===== src/rtl/sr_pkg.sv =====
package sr_pkg;

  typedef enum logic [2:0] {
    MODE_OFF      = 3'b000,
    MODE_IN_TMR   = 3'b001,
    MODE_IN_SYS   = 3'b010,
    MODE_IN_EXT   = 3'b011,
    MODE_OUT_FREE = 3'b100,
    MODE_OUT_TMR  = 3'b101,
    MODE_OUT_SYS  = 3'b110,
    MODE_OUT_EXT  = 3'b111
  } srMode_t;

  // strobes from control to datapath
  typedef struct packed {
    logic load;       // take parallel write data
    logic restart;    // any access: reset clock pin level
    logic shift;      // perform one shift this edge
    logic dirIn;      // 1: take serIn, 0: rotate
    logic clkToggle;  // toggle internally driven clock pin
  } srStrobe_t;

endpackage


===== src/rtl/sr_ctrl.sv =====
module sr_ctrl
  import sr_pkg::*;
#(
  parameter int DATA_W = 8
) (
  input  logic       clk,
  input  logic       rstN,
  input  logic [2:0] modeSel,
  input  logic       access,
  input  logic       write,
  input  logic       timerTick,
  input  logic       cbIn,
  output srStrobe_t  strobe,
  output logic       doneFlag,
  output logic       cbOe
);

  localparam int CNT_W = $clog2(DATA_W);
  localparam logic [CNT_W-1:0] LAST = CNT_W'(DATA_W - 1);

  srMode_t mode;
  logic isOff, isFree, isExt, srcTmr, srcSys;
  logic cbPrev, cbRise, rawClk, shiftEn;
  logic active;
  logic [CNT_W-1:0] bitCnt;

  always_comb begin
    mode   = srMode_t'(modeSel);
    isOff  = (mode == MODE_OFF);
    isFree = (mode == MODE_OUT_FREE);
    isExt  = (modeSel[1:0] == 2'b11);
    srcTmr = (modeSel[1:0] == 2'b01) || isFree;
    srcSys = (modeSel[1:0] == 2'b10);
    cbRise = cbIn && !cbPrev;
    if (srcTmr)      rawClk = timerTick;
    else if (srcSys) rawClk = 1'b1;
    else if (isExt)  rawClk = cbRise;
    else             rawClk = 1'b0;
    shiftEn = !access && rawClk && (isFree || (active && !isOff));
  end

  always_ff @(posedge clk or negedge rstN) begin
    if (!rstN) begin
      cbPrev   <= 1'b0;
      active   <= 1'b0;
      bitCnt   <= '0;
      doneFlag <= 1'b0;
    end else begin
      cbPrev <= cbIn;
      if (access) begin
        active   <= 1'b1;
        bitCnt   <= '0;
        doneFlag <= 1'b0;
      end else if (shiftEn && !isFree) begin
        bitCnt <= bitCnt + 1'b1;
        if (bitCnt == LAST) begin
          active   <= 1'b0;
          doneFlag <= 1'b1;
        end
      end
    end
  end

  always_comb begin
    strobe.load      = access && write;
    strobe.restart   = access;
    strobe.shift     = shiftEn;
    strobe.dirIn     = !modeSel[2];
    strobe.clkToggle = shiftEn && !isExt;
    cbOe             = !isOff && !isExt;
  end

endmodule


===== src/rtl/sr_path.sv =====
module sr_path
  import sr_pkg::*;
#(
  parameter int DATA_W = 8
) (
  input  logic              clk,
  input  logic              rstN,
  input  srStrobe_t         strobe,
  input  logic [DATA_W-1:0] wrData,
  input  logic              serIn,
  output logic [DATA_W-1:0] dataQ,
  output logic              serOut,
  output logic              cbOut
);

  logic newLsb;

  always_comb begin
    newLsb = strobe.dirIn ? serIn : dataQ[DATA_W-1];
    serOut = dataQ[DATA_W-1];
  end

  always_ff @(posedge clk or negedge rstN) begin
    if (!rstN) begin
      dataQ <= '0;
      cbOut <= 1'b1;
    end else begin
      if (strobe.load)       dataQ <= wrData;
      else if (strobe.shift) dataQ <= {dataQ[DATA_W-2:0], newLsb};
      if (strobe.restart)        cbOut <= 1'b1;
      else if (strobe.clkToggle) cbOut <= !cbOut;
    end
  end

endmodule


===== src/rtl/sr_shift_unit.sv =====
module sr_shift_unit
  import sr_pkg::*;
#(
  parameter int              DATA_W  = 8,
  parameter int              ADDR_W  = 4,
  parameter logic [ADDR_W-1:0] SR_ADDR = 4'hA
) (
  input  logic              clk,
  input  logic              rstN,
  input  logic [ADDR_W-1:0] addr,
  input  logic              wrEn,
  input  logic              rdEn,
  input  logic [DATA_W-1:0] wrData,
  output logic [DATA_W-1:0] rdData,
  input  logic [2:0]        modeSel,
  input  logic              timerTick,
  input  logic              serIn,
  output logic              serOut,
  input  logic              cbIn,
  output logic              cbOut,
  output logic              cbOe,
  output logic              doneFlag
);

  logic sel, access, write;
  logic [DATA_W-1:0] dataQ;
  srStrobe_t strobe;

  always_comb begin
    sel    = (addr == SR_ADDR);
    access = sel && (wrEn || rdEn);
    write  = sel && wrEn;
    rdData = (sel && rdEn) ? dataQ : '0;
  end

  sr_ctrl #(.DATA_W(DATA_W)) u_ctrl (
    .clk(clk), .rstN(rstN), .modeSel(modeSel), .access(access), .write(write),
    .timerTick(timerTick), .cbIn(cbIn), .strobe(strobe), .doneFlag(doneFlag), .cbOe(cbOe)
  );

  sr_path #(.DATA_W(DATA_W)) u_path (
    .clk(clk), .rstN(rstN), .strobe(strobe), .wrData(wrData), .serIn(serIn),
    .dataQ(dataQ), .serOut(serOut), .cbOut(cbOut)
  );

endmodule


===== config.mk =====
export PLATFORM = sky130hd
export DESIGN_NAME = sr_shift_unit
export DESIGN_NICKNAME = d
export VERILOG_FILES = /design/src/rtl/sr_pkg.sv /design/src/rtl/sr_ctrl.sv /design/src/rtl/sr_path.sv /design/src/rtl/sr_shift_unit.sv
export SDC_FILE = /design/constraint.sdc
export NUM_CORES = 1
export LEC_CHECK = 0
export BUFFER_PORTS_ARGS = -buffer_cell sky130_fd_sc_hd__buf_2
export CELL_PAD_IN_SITES_DETAIL_PLACEMENT = 2
export CELL_PAD_IN_SITES_GLOBAL_PLACEMENT = 2
export CORE_MARGIN = 2
export CORE_UTILIZATION = 28
export CTS_BUF_LIST = sky130_fd_sc_hd__clkbuf_4 sky130_fd_sc_hd__clkbuf_8
export CTS_CLUSTER_DIAMETER = 200
export DETAILED_ROUTE_END_ITERATION = 10
export PLACE_DENSITY_LB_ADDON = 0.1
export SETUP_SLACK_MARGIN = 0.05
export SYNTH_ARGS = -nofsm -noshare
export SYNTH_HDL_FRONTEND = slang
export SYNTH_SLANG_ARGS = --single-unit

===== constraint.sdc =====
create_clock -name clk -period 1.8 [get_ports clk]
set_input_delay 0.36 -clock clk [delete_from_list [all_inputs] [get_ports clk]]
set_output_delay 0.36 -clock clk [all_outputs]
set_load 0.01 [all_outputs]

==> run_results.csv <==
group,metric,value,unit
synth,synthTopCellsByArea,"dfrtp_1 41%, o221ai_1 7.2%, nand2_1 6.1%",
timing,holdWs,181,ps
route,wl_per_cell,16.3,um
synth,synth_top_area_cell,"dfrtp_1",
global_route,grt_overflow_total,0,
cts,clock_sinks,15,
die,placementRows,20,
timing,finalWorstSetupSlack,217,ps
timing,rsz0062_at_grt,"no",
die,initial_core_util,28.8,%
hold_path,hp-class,"in -> reg",
synth,yosys.area_share.simple,26.7,%
power,max-vdd-ir-drop,302,uV
synth,synth.mux.area_fraction,2.34,%
finish,drive_gt1_share,34.9,%
timing,skew,3.20,ps
finish,final-seq-area,377,sq um
power,p_leak,0.565,nW
job,cap_violations,0,
finish,final_cell_mix,"33 x buf_2, 14 x nand2_1, 14 x dfrtp_1, 8 x and3_1, 8 x inv_1",
cts,cts.reportedPaths.clkPinSlew,110,ps
power,power,1.26,mW
finish,final_common_cell,"buf_2",
cts,clock_path_buffers,2,
hold_path,hold_path_depth,1,
synth,synth_cells,92,
synth,synth-compound-area-share,19.6,%
synth,synth-adder-area-share,2.92,%
timing,setup_viol,0,
finish,multiInputGateArea,442,sq um
synth,ys_ff_latch,15,
cts,cts-root-buf,"clkbuf_4",
timing,fin_crit,1580,ps
timing,hold_viol_final,0,
synth,ys.warnings.count,0,
route,vias,850,
synth,ys_seq_area_share,43.9,%
synth,synthesis.area,857,sq um
die,dieArea,3520,sq um
place,dp_worst_setup_slack,165,ps
finish,finalInstanceArea,1100,sq um
global_route,grt_pass1_vias,943,
timing,tightest_slew,371,ps
timing,drv_slew,0,
route,wl,2640,um
route,viasPerCell,5.25,
worst_setup_path,r2r_cells,4,
status,status,"completed",
synth,synthXorXnorAreaFrac,0,%
synth,syn_avg_cell_area,9.32,sq um
global_route,grt_pass1_wl,4500,um
worst_setup_path,critical_path_class,"in -> out",
worst_setup_path,crit_required,1440,ps
timing,tns,0,ps
synth,synth_top_family_by_area,"simple AND/OR/NAND/NOR gates",
global_route,grt_max_degree,16,
cts,htree_levels,1,
cts,cts_tree,"yes",
route,remaining_drc_errors,0,
cts,cts.repair.resized,0,
timing,relSlewSlack,75.0,%
route,drt_iter0_markers,25,
worst_setup_path,crit_path_max_fanout,11,
die,die_height,59.3,um
die,boundaryPins,34,
die,core_area,2980,sq um
place,dp.final_hpwl,2100,um
finish,diodes,0,
place,dpl_cell_area,1060,sq um
finish,nFillCells,348,
place,dp_cells,157,
cts,insertion_delay,290,ps
worst_setup_path,cp-end-kind,"output pin",
worst_setup_path,startpoint_type,"primary input",
global_route,gr-usage-all-layers,17.3,%
timing,max_freq,632,MHz
global_route,antenna_found_initial,0,
finish,area_delta_synth_final,28.3,%
synth,syn-num-nets,116,
power,powerDensity,1140,nW/um^2
worst_setup_path,worstPathArrival,1220,ps
route,antenna_left,0,
place,portBuffers,33,
synth,synth_cell_types,28,
finish,finish.utilization,36.9,%
cts,cts_buffers,3,
route,drt-pass1-iter-count,2,
finish,final_cells,162,
die,die_w,59.3,um
place,gp_congestion,0.745,
finish,final_nets,154,
timing,period_share,87.9,%
synth,synth_top_area_share,40.9,%
[what timing repair did]
action | in CTS | in global routing
hold buffers | 1 | 0
hold endpoints to repair | 14 | 0
buffers inserted | 0 | 0
[cell families (layout without fill, tap and decap cells)]
kind of cell    count (synthesis)  after routing
simple gates                   41             41
compound gates                 22             22
flops                          15             15
buf+inv                        10             47
fa+ha+maj                       2              2
mux                             2              2
[cell usage after synthesis]
cell / count
and4bb_2: 1
and2_1: 2
o211ai_1: 1
o21ai_2: 1
and3_1: 8
o221a_4: 1
or2_2: 1
a21o_1: 2
buf_2: 1
ha_1: 2
nor3_1: 2
mux2i_1: 2
nor2_1: 6
buf_1: 1
o221ai_1: 7
and2_4: 1
inv_1: 8
nand2_1: 14
nand4bb_4: 1
o31ai_1: 1
a21oi_1: 4
dfrtp_1: 14
dfstp_2: 1
nand3_1: 4
o21ai_0: 2
o21a_1: 1
o21ai_1: 2
nor2b_1: 1
[worst paths after layout]
check	slack [ps]	start	end
max	220	addr[0]	rdData[1]
min	180	cbIn	u_ctrl.cbPrev$_DFF_PN0_
max reg2reg	320	u_ctrl.cbPrev$_DFF_PN0_	u_path.dataQ[7]$_DFFE_PN0P_
min reg2reg	510	u_ctrl.bitCnt[0]$_DFFE_PN0P_	u_ctrl.bitCnt[0]$_DFFE_PN0P_
max in group asynchronous	980	rstN	u_path.cbOut$_DFFE_PN1P_
min in group asynchronous	510	rstN	u_ctrl.cbPrev$_DFF_PN0_
[final cells by class]
class | count | area share, %
clock buffer | 3 | 2.05
clock inverter | 1 | 0.455
inverter | 8 | 2.73
multi-input combinational | 67 | 40.2
sequential | 15 | 34.2
tap | 33 | 3.75
timing repair buffer | 35 | 16.6
[flip-flops by register name (all words and copies together) (netlist names)]
signal           flops
u_ctrl.doneFlag      1
u_path.cbOut         1
u_ctrl.cbPrev        1
u_ctrl.bitCnt        3
u_ctrl.active        1
u_path.dataQ         8
[metal layers]
metal | up-vias | global-route usage, % | routed length (um)
li1 | 405 | - | -
met1 | 428 | 22.2 | 1160
met5 | - | 0 | 0
met2 | 15 | 30.0 | 1400
met3 | 2 | 2.62 | 77
met4 | 0 | 4.87 | 8
[worst max-delay path, cell delays in order]
cell	delay, ps
buf_2	100
and4bb_2	430
and3_1	200
buf_2	130
[power breakdown]
group          leakage (nW)  total, mW  switching [mW]  internal (mW)
combinational         0.365      0.470           0.264          0.206
clock                0.0177      0.209           0.127         0.0826
sequential            0.183      0.576          0.0857          0.490
total                 0.565       1.26           0.477          0.779
(Power assumes the default switching activity.)
